`config.mk`:
```
export PLATFORM = sky130hd
export DESIGN_NAME = irp_port
export DESIGN_NICKNAME = d
export VERILOG_FILES = /design/src/rtl/irp_pkg.sv /design/src/rtl/irp_decode.sv /design/src/rtl/irp_ctrl.sv /design/src/rtl/irp_datapath.sv /design/src/rtl/irp_port.sv
export SDC_FILE = /design/constraint.sdc
export NUM_CORES = 1
export LEC_CHECK = 0
export CAP_MARGIN = 15
export CORE_AREA = 2 2 206 208
export DETAILED_ROUTE_END_ITERATION = 10
export DIE_AREA = 0 0 208 210
export GPL_TIMING_DRIVEN = 0
export PLACE_DENSITY = 0.68
export SETUP_SLACK_MARGIN = 0.2
export SYNTH_ARGS = -nofsm -noshare
export SYNTH_HDL_FRONTEND = slang
export SYNTH_SLANG_ARGS = --single-unit
```
`constraint.sdc`:
```
create_clock -name clk -period 2.15 [get_ports clk]
set_input_delay 0.215 -clock clk [delete_from_list [all_inputs] [get_ports clk]]
set_output_delay 0.215 -clock clk [all_outputs]
set_load 0.02 [all_outputs]
```
`src/rtl/irp_pkg.sv`:
```
package irp_pkg;

  localparam logic [2:0] SUB_INIT = 3'b001;
  localparam logic [2:0] SUB_MUX  = 3'b010;
  localparam logic [2:0] SUB_MAP  = 3'b011;

  // Strobes from control to datapath
  typedef struct packed {
    logic wrByte;    // store hostWdata at the pointer
    logic byteLive;  // data location selected with bytes still owed
  } dpStrobe_t;

endpackage

```
`src/rtl/irp_decode.sv`:
```
module irp_decode #(
  parameter int COEF_BYTES = 16,
  parameter int GAIN_REGS  = 6,
  parameter int MUX_REGS   = 4,
  parameter int PTR_W      = 6,
  parameter int CNT_W      = 6
) (
  input  logic [7:0]       cmdByte,
  output logic [PTR_W-1:0] cmdBase,
  output logic [CNT_W-1:0] cmdLen,
  output logic             cmdValid
);
  import irp_pkg::*;

  localparam int GAIN_BASE = 2 * COEF_BYTES;
  localparam int MODE_BASE = GAIN_BASE + 2 * GAIN_REGS;
  localparam int MAP_BYTES = MODE_BASE + 2;
  localparam int MUX_BASE  = MAP_BYTES;
  localparam int INIT_BASE = MUX_BASE + MUX_REGS;
  localparam int GAIN_LO   = 3;
  localparam int GAIN_HI   = GAIN_LO + GAIN_REGS - 1;
  localparam int MODE_A    = GAIN_HI + 1;
  localparam int MODE_B    = GAIN_HI + 2;
  localparam int AGGR_IDX  = GAIN_HI + 3;

  logic [2:0] subSel;
  int         regIdx;

  assign subSel = cmdByte[7:5];
  assign regIdx = int'(cmdByte[4:0]);

  always_comb begin
    cmdBase  = '0;
    cmdLen   = '0;
    cmdValid = 1'b0;
    case (subSel)
      SUB_INIT: begin
        if (regIdx == 1) begin
          cmdBase  = PTR_W'(INIT_BASE);
          cmdLen   = CNT_W'(1);
          cmdValid = 1'b1;
        end
      end
      SUB_MUX: begin
        if (regIdx >= 1 && regIdx <= MUX_REGS) begin
          cmdBase  = PTR_W'(MUX_BASE + regIdx - 1);
          cmdLen   = CNT_W'(1);
          cmdValid = 1'b1;
        end
      end
      SUB_MAP: begin
        if (regIdx == 1 || regIdx == 2) begin
          cmdBase  = PTR_W'((regIdx - 1) * COEF_BYTES);
          cmdLen   = CNT_W'(COEF_BYTES);
          cmdValid = 1'b1;
        end else if (regIdx >= GAIN_LO && regIdx <= GAIN_HI) begin
          cmdBase  = PTR_W'(GAIN_BASE + 2 * (regIdx - GAIN_LO));
          cmdLen   = CNT_W'(2);
          cmdValid = 1'b1;
        end else if (regIdx == MODE_A || regIdx == MODE_B) begin
          cmdBase  = PTR_W'(MODE_BASE + regIdx - MODE_A);
          cmdLen   = CNT_W'(1);
          cmdValid = 1'b1;
        end else if (regIdx == AGGR_IDX) begin
          cmdBase  = '0;
          cmdLen   = CNT_W'(MAP_BYTES);
          cmdValid = 1'b1;
        end
      end
      default: ;
    endcase
  end

  // a valid decode never owes zero bytes
  always_comb begin
    if (cmdValid) begin
      a_r2_len_nonzero: assert (cmdLen != '0);
    end
  end

endmodule

```
`src/rtl/irp_ctrl.sv`:
```
module irp_ctrl #(
  parameter int PTR_W     = 6,
  parameter int CNT_W     = 6,
  parameter int MAP_BYTES = 46
) (
  input  logic                clk,
  input  logic                rstN,
  input  logic                hostSel,
  input  logic                hostWr,
  input  logic                hostRd,
  input  logic [PTR_W-1:0]    cmdBase,
  input  logic [CNT_W-1:0]    cmdLen,
  input  logic                cmdValid,
  output logic [PTR_W-1:0]    bytePtr,
  output irp_pkg::dpStrobe_t  dpStb,
  output logic [7:0]          statusByte
);
  import irp_pkg::*;

  logic [PTR_W-1:0] ptrQ;
  logic [CNT_W-1:0] remainQ;
  logic             errQ;
  logic             cmdWr, statRd, dataAcc, live;

  assign cmdWr   = hostWr && !hostSel;
  assign statRd  = hostRd && !hostWr && !hostSel;
  assign dataAcc = hostSel && (hostWr || hostRd);
  assign live    = (remainQ != '0);

  always_ff @(posedge clk or negedge rstN) begin
    if (!rstN) begin
      ptrQ    <= '0;
      remainQ <= '0;
      errQ    <= 1'b0;
    end else if (cmdWr) begin
      ptrQ    <= cmdBase;
      remainQ <= cmdValid ? cmdLen : '0;
      if (!cmdValid) errQ <= 1'b1;
    end else begin
      if (dataAcc && live) begin
        ptrQ    <= ptrQ + PTR_W'(1);
        remainQ <= remainQ - CNT_W'(1);
      end
      if (statRd) errQ <= 1'b0;
    end
  end

  assign bytePtr         = ptrQ;
  assign dpStb.wrByte    = hostSel && hostWr && live;
  assign dpStb.byteLive  = hostSel && live;
  assign statusByte      = {6'b0, live, errQ};

  // the owed count never exceeds the aggregate length
  a_r2_count_bound: assert property (@(posedge clk) disable iff (!rstN)
    remainQ <= CNT_W'(MAP_BYTES));

  // a bad command owes nothing and raises the flag
  a_r7_bad_cmd_flags: assert property (@(posedge clk) disable iff (!rstN)
    cmdWr && !cmdValid |=> errQ && remainQ == '0);

  // a good command always opens a transfer
  a_r6_cmd_opens: assert property (@(posedge clk) disable iff (!rstN)
    cmdWr && cmdValid |=> live);

  // each live data access steps the pointer by one
  a_r4_ptr_steps: assert property (@(posedge clk) disable iff (!rstN)
    dataAcc && live |=> ptrQ == $past(ptrQ) + PTR_W'(1));

  // accesses after exhaustion move nothing
  a_r5_exhausted_idle: assert property (@(posedge clk) disable iff (!rstN)
    dataAcc && !live |=> $stable(ptrQ) && remainQ == '0);

endmodule

```
`src/rtl/irp_datapath.sv`:
```
module irp_datapath #(
  parameter int TOTAL = 51,
  parameter int PTR_W = 6
) (
  input  logic                clk,
  input  logic                rstN,
  input  irp_pkg::dpStrobe_t  dpStb,
  input  logic [PTR_W-1:0]    bytePtr,
  input  logic [7:0]          wrData,
  output logic [7:0]          dataOut
);
  import irp_pkg::*;

  logic [TOTAL-1:0][7:0] storeQ;

  always_ff @(posedge clk or negedge rstN) begin
    if (!rstN) begin
      storeQ <= '0;
    end else if (dpStb.wrByte) begin
      for (int i = 0; i < TOTAL; i++) begin
        if (bytePtr == PTR_W'(i)) storeQ[i] <= wrData;
      end
    end
  end

  always_comb begin
    dataOut = 8'h00;
    if (dpStb.byteLive && int'(bytePtr) < TOTAL) dataOut = storeQ[bytePtr];
  end

  // storage only changes under a write strobe
  a_r5_store_guarded: assert property (@(posedge clk) disable iff (!rstN)
    !dpStb.wrByte |=> $stable(storeQ));

  // a live pointer always lands inside the store
  a_r4_ptr_in_store: assert property (@(posedge clk) disable iff (!rstN)
    dpStb.byteLive |-> int'(bytePtr) < TOTAL);

endmodule

```
`src/rtl/irp_port.sv`:
```
module irp_port #(
  parameter int COEF_BYTES = 16,
  parameter int GAIN_REGS  = 6,
  parameter int MUX_REGS   = 4
) (
  input  logic       clk,
  input  logic       rstN,
  input  logic       hostSel,
  input  logic       hostWr,
  input  logic       hostRd,
  input  logic [7:0] hostWdata,
  output logic [7:0] hostRdata
);
  import irp_pkg::*;

  localparam int MAP_BYTES = 2 * COEF_BYTES + 2 * GAIN_REGS + 2;
  localparam int TOTAL     = MAP_BYTES + MUX_REGS + 1;
  localparam int PTR_W     = $clog2(TOTAL);
  localparam int CNT_W     = $clog2(MAP_BYTES + 1);

  logic [PTR_W-1:0] cmdBase, bytePtr;
  logic [CNT_W-1:0] cmdLen;
  logic             cmdValid;
  dpStrobe_t        dpStb;
  logic [7:0]       statusByte, dataOut;

  irp_decode #(
    .COEF_BYTES(COEF_BYTES), .GAIN_REGS(GAIN_REGS), .MUX_REGS(MUX_REGS),
    .PTR_W(PTR_W), .CNT_W(CNT_W)
  ) u_decode (
    .cmdByte(hostWdata), .cmdBase(cmdBase), .cmdLen(cmdLen), .cmdValid(cmdValid)
  );

  irp_ctrl #(.PTR_W(PTR_W), .CNT_W(CNT_W), .MAP_BYTES(MAP_BYTES)) u_ctrl (
    .clk(clk), .rstN(rstN), .hostSel(hostSel), .hostWr(hostWr), .hostRd(hostRd),
    .cmdBase(cmdBase), .cmdLen(cmdLen), .cmdValid(cmdValid),
    .bytePtr(bytePtr), .dpStb(dpStb), .statusByte(statusByte)
  );

  irp_datapath #(.TOTAL(TOTAL), .PTR_W(PTR_W)) u_datapath (
    .clk(clk), .rstN(rstN), .dpStb(dpStb), .bytePtr(bytePtr),
    .wrData(hostWdata), .dataOut(dataOut)
  );

  assign hostRdata = hostSel ? dataOut : statusByte;

endmodule

```
; Word-level counts from Yosys, hierarchy flattened
; Index checks and enable logic that the tools add are counted.
[totals]
out_inout_bits = 8
regBits = 421
elab_cells = 232
input_bits = 13
[classes]
muxes = 32
n_eq_ne = 59
reduce_logical = 72
n_addsub = 9
n_lt_le_gt_ge = 6
[ops]
columns = cell, count
row1 = 6-bit equality test (second input constant), 19
row2 = 2-bit AND reduction, 52
row3 = 6-bit by 5-bit equality test with 1-bit output (second input constant), 16
row4 = 6-bit two-way mux, 14
row5 = 8-bit binary-select mux with 6-bit select, 1
row6 = 6-bit by 4-bit equality test with 1-bit output (second input constant), 8
row7 = 6-bit one-hot mux with 3 select lines, 2
row8 = 6-bit by 3-bit equality test with 1-bit output (second input constant), 4
row9 = 8-bit two-way mux, 3
row10 = 5-bit equality test (second input constant), 3
row11 = 6-bit by 5-bit adder with 6-bit output (first input constant), 2
row12 = 6-bit by 2-bit equality test with 1-bit output (second input constant), 2
row13 = 1-bit logical AND, 11
row14 = 1-bit two-way mux, 11
row15 = 6-bit by 7-bit < comparator with 1-bit output (second input constant), 1
row16 = 6-bit by 1-bit adder with 6-bit output (second input constant), 1
row17 = 6-bit adder (first input constant), 1
row18 = 3-bit by 2-bit equality test with 1-bit output (second input constant), 2
row19 = 6-bit by 1-bit equality test with 1-bit output (second input constant), 1
row20 = 6-bit zero test, 1
row21 = 6-bit < comparator (second input constant), 1
row22 = 6-bit nonzero test, 1
row23 = 6-bit by 1-bit subtractor with 6-bit output (second input constant), 1
row24 = 6-bit by 2-bit subtractor with 6-bit output (second input constant), 1
row25 = other kinds (15), 19

; Logic depth before layout (Yosys ltp)
[depth]
word_depth = 8
depth_mapped = 10
ltp_nobuf = 7

; Cells and area by module
; From an unflattened synthesis, not the netlist that was laid out.
[unflattened]
cells_unflattened = 1403
area_unflattened_um2 = 20530.9
[by_module_without_submodules]
columns = mod, seq_area_each_um2, n_inst, cells_per_inst, area_per_inst_um2
row1 = irp_datapath, 10209.8, 1, 1220, 19005.7
row2 = irp_ctrl, 325.3, 1, 107, 908.4
row3 = irp_decode, 0.0, 1, 67, 485.5
row4 = irp_port, 0.0, 1, 9, 131.4

; Worst setup path before layout
; No wires, ideal clock.
[synth_path]
kind = reg-to-reg
start = register u_ctrl.ptrQ[1] (netlist: u_ctrl.bytePtr[1])
end = register u_datapath.storeQ[256] in the netlist's numbering
setup_ns = 0.125
stages_incl_launch_ff = 10
path_slack_ns = -0.194
path_buffers = 4
required_time_ns = 2.025
synth_period_minus_slack_ns = 2.344
arrival_time_ns = 2.219
path_cell_list = dfrtp_1 -> buf_4 -> buf_4 -> buf_4 -> buf_2 -> inv_1 -> ha_1 -> nand2_1 -> nor2_2 -> mux2_2
[synth_between]
elab_chain_len = 2
[synth_lines]
columns = item, line
row1 = from (decl), irp_ctrl.sv:20  ; logic [PTR_W-1:0] ptrQ;
row2 = from (signal assigned), irp_ctrl.sv:36  ; ptrQ <= cmdBase;
row3 = from (signal assigned), irp_ctrl.sv:41  ; ptrQ <= ptrQ + PTR_W'(1);
row4 = 6-bit equality test, irp_datapath.sv:21  ; if (bytePtr == PTR_W'(i)) storeQ[i] <= wrData;
row5 = 2-bit AND reduction (no source line), -
row6 = "to (signal, indexed assignment)", irp_datapath.sv:21
row7 = to (decl), irp_datapath.sv:14  ; logic [TOTAL-1:0][7:0] storeQ;
; No other way between the ends.
; A chain may end at the register's enable or synchronous reset.

; Worst setup path after layout
[layout_path]
start = register u_ctrl.ptrQ[0] (netlist: u_ctrl.bytePtr[0])
end = output hostRdata[3]
[layout_between]
elab_chain_len = 4
word_cells_on_any_way = 6
classes_between = 1 x order compare / 4 x mux / 1 x reduce/logical
[layout_lines]
columns = item, line
row1 = 8-bit binary-select mux with 6-bit select or 6-bit < comparator (tied branches), irp_datapath.sv:28  ; if (dpStb.byteLive && int'(bytePtr) < TOTAL) dataOut = storeQ[bytePtr];
row2 = 8-bit two-way mux (not written as such) or 1-bit logical AND (tied branches), irp_datapath.sv:28
row3 = 8-bit two-way mux *, irp_datapath.sv:28
row4 = 8-bit two-way mux *, irp_port.sv:45  ; assign hostRdata = hostSel ? dataOut : statusByte;
row5 = to (decl), irp_port.sv:12  ; output logic [7:0] hostRdata
; Every way passes the cells marked *; elsewhere a longest branch is shown, timed or not. The select of a mux whose other input is x is not followed.

==> run_results.csv <==
group,metric,value,unit
synth,ys_seq_area_share,51.2,%
floorplan,core_area,0.0415,mm2
clock_tree,cts_tree,"yes",
clock_tree,clk_pin_slew,0.06,ns
synth,syn_area_per_cell,14.2,um2
routing,wl_met1,28.3,mm
routing,routed_wl,66.6,mm
clock_tree,cts_buffers,46,
routing,first_pass_iters,7,
pwr,vdd_drop_max,803,uV
cells_and_area,final_net_count,1618,
clock_tree,htreeDepth,2,
timing,setup_viol,346,
timing,tightestPinTransition,0.899,ns
synth,yosysWarningCount,0,
critical_path,startpoint,"u_ctrl.bytePtr[0]$_DFFE_PN0P_",
floorplan,die_area,0.0437,mm2
routing,num_vias,13800,
timing,slew_viol_final,0,
critical_path,worst_r2r_endpoint,"u_datapath.storeQ[394]$_DFFE_PN0P_",
timing,fmax,0.317,GHz
timing,post-route-period-util,147,%
routing,drt_iter0_drc,1392,
critical_path,path_max_fanout,8,
cells_and_area,finish.instance_area,0.0257,mm2
grt,grt-ovfl-total,0,
floorplan,start_util,49.6,%
flow_run,max-cap-violations,0,
critical_path,cp-end-kind,"output port",
synth,ys_ff_latch,421,
cells_and_area,drive_above_1_share,44.3,%
clock_tree,clock_latency,0.59,ns
cells_and_area,antenna_cells,0,
routing,postRouteAntennaNets,0,
critical_path,start_kind,"flop",
floorplan,fp.dieH,210,um
routing,viasPerCell,6.39,
floorplan,boundaryPins,21,
routing,wl_met2,30.4,mm
cells_and_area,syn_to_final_growth,24.9,%
clock_tree,cts-root-buf,"clkbuf_16",
critical_path,rrSetupSlack,-0.28,ns
placement,placed_area,0.0221,mm2
critical_path,crit_type,"flop to output port",
floorplan,dieWidth,208,um
grt,grt_pass1_wl,98.2,mm
floorplan,rows,75,
timing,slew_headroom,40.0,%
grt,grt_usage,30.9,%
cells_and_area,nFillCells,3123,
routing,drc,0,
synth,syn-cell-area,0.0206,mm2
grt,antenna_found_initial,1,
synth,yosys_most_used_dff,"dfrtp_1",
min_path,hold_class,"input pin to asynchronous set/reset pin",
timing,fin_crit,3.16,ns
routing,met3_wirelength,3.79,mm
placement,port_buffers,20,
pwr,power.leakage,11.6,nW
timing,hold_violations,0,
synth,ys_async_sr_fraction,100,%
clock_tree,cts.sinks,421,
critical_path,r2r_cells,10,
timing,finalSetupTns,-54.82,ns
pwr,powerDensity,990,mW/mm2
synth,syn_inst,1449,
placement,dpl.hpwl,45.0,mm
grt,grt_max_degree,126,
routing,top_layer,"met4",
synth,synth_edf_count,0,
status,status,"complete, but fails checks",
critical_path,worstPathRequired,1.93,ns
grt,grt_pass1_vias,14500,
critical_path,r2r_start,"u_ctrl.bytePtr[1]$_DFFE_PN0P_",
status,violations,"negative setup slack",
synth,yosysUniqueCellTypes,74,
critical_path,critPathArrivalTime,2.94,ns
timing,finalWorstSetupSlack,-1.01,ns
timing,fin_skew,0.0296,ns
routing,wl_per_cell,30.8,um
timing,grt_setup_unrepaired,"true",
critical_path,cp-endpoint,"hostRdata[3]",
clock_tree,clockBufferDepth,3,
synth,synth_nets,1473,
placement,gp_congestion,0.972,
registers in the layout, summed over array words and instances, names as in the netlist:
signal / cells
u_ctrl.remainQ: 6
u_ctrl.errQ: 1
u_ctrl.bytePtr: 6
u_datapath.storeQ: 408
how the worst min path moves through the flow:
stage / start / endpoint / cells after the start
2_1_floorplan: rstN / u_ctrl.bytePtr[0]$_DFFE_PN0P_ / 0
3_3_place_gp: u_datapath.storeQ[85]$_DFFE_PN0P_ / u_datapath.storeQ[85]$_DFFE_PN0P_ / 1
3_5_place_dp: rstN / u_datapath.storeQ[210]$_DFFE_PN0P_ / 1
4_1_cts: rstN / u_datapath.storeQ[202]$_DFFE_PN0P_ / 2
5_1_grt: rstN / u_datapath.storeQ[210]$_DFFE_PN0P_ / 2
6_report: rstN / u_datapath.storeQ[202]$_DFFE_PN0P_ / 2
worst max-delay path, cell delays in order (launching register included):
cell     delay, ns
dfrtp_2       0.46
buf_12        0.19
buf_12        0.15
mux4_2        0.53
a22oi_2       0.18
nand2_1       0.12
a22oi_2       0.40
a21oi_2       0.15
buf_6         0.16
metal layers:
| metal | GRT usage (%) | vias to the layer above |
|---|---|---|
| li1 | - | 5699 |
| met1 | 42.1 | 7399 |
| met2 | 48.3 | 541 |
| met3 | 4.41 | 188 |
| met4 | 16.8 | 0 |
| met5 | 0 | - |
layout make-up:
class | count | area [um2] | share of cell area, %
Clock buffer | 64 | 1350 | 5.25
Inverter | 9 | 61.3 | 0.238
Multi-Input combinational cell | 916 | 10700 | 41.4
Tap cell | 539 | 674 | 2.62
Sequential cell | 421 | 10500 | 41.0
Timing Repair Buffer | 97 | 1240 | 4.82
Clock inverter | 15 | 262 | 1.02
Buffer | 103 | 930 | 3.62
cell families (layout without fill, tap and decap cells):
| family | Yosys count | after routing | share of synthesized area, % |
|---|---|---|---|
| compound gates | 146 | 146 | 5.05 |
| xor+xnor | 2 | 2 | 0.0851 |
| fa+ha+maj | 11 | 11 | 0.668 |
| buf+inv | 112 | 288 | 2.78 |
| flops | 421 | 421 | 51.2 |
| mux | 518 | 518 | 32.8 |
| simple gates | 239 | 239 | 7.40 |
what timing repair did:
item	CTS	global route
gates resized for setup	245	73
pin swaps	45	27
endpoints found under the hold margin	55	0
cloned	1	0
hold buffers	1	0
endpoints found under the setup margin	429	475
setup buffers	56	16
cells in the mapped netlist (all sizes together) (6+ instances only):
cell type / number / share of area, %
a22oi: 17 / 0.62
dfrtp: 421 / 51
nand2b: 7 / 0.21
mux4: 85 / 9.3
mux2: 411 / 22
o21ai: 25 / 0.64
clkbuf: 57 / 1.0
a211oi: 25 / 0.91
inv: 7 / 0.13
a21oi: 30 / 0.73
nand4: 7 / 0.43
nand3: 11 / 0.29
nor2: 74 / 2.7
a31oi: 7 / 0.21
or3: 6 / 0.19
ha: 11 / 0.67
nor4: 6 / 0.18
nor2b: 20 / 0.61
mux2i: 22 / 1.1
nand2: 66 / 1.2
nor3: 22 / 0.78
buf: 46 / 1.6
cells in the final DEF, fill, tap and decap left out, drive strengths merged, types with 5 or more instances in the layout:
cell and instances:
nor2b 20, nand2 66, bufinv 7, nand4 7, a22o 5, dfrtp 421
a211oi 25, ha 11, buf 132, nand3 11, mux2i 22, clkdlybuf4s50 9
mux2 411, a21oi 30, o21ai 25, nand2b 7, a31oi 7, o2bb2ai 5
nor4 6, or3 6, clkinv 7, inv 7, a22oi 17, mux4 85
nor2 74, nor3 22, clkbuf 120
metrics by stage:
stage	total power [mW]	util [%]	hold WS, ns	setup slack, ns	std cells
after CTS	25.1	60.5	0.158	-0.959	2148
after global placement	15.2	53.1	0.462	-18.74	2008
after global routing	26.2	62.0	0.193	-1.04	2164
after floorplan	13.0	-	-0.0806	0.0234	1449
after detailed placement	15.3	53.3	0.181	-1.51	2011
final	25.4	62.0	0.165	-1.01	2164
report_power, final:
| group | leakage [nW] | internal [mW] | switching, mW |
|---|---|---|---|
| Combinational | 4.98 | 3.50 | 4.17 |
| Sequential | 5.78 | 8.80 | 0.500 |
| Clock | 0.785 | 5.20 | 3.27 |
(Power assumes the default switching activity.)
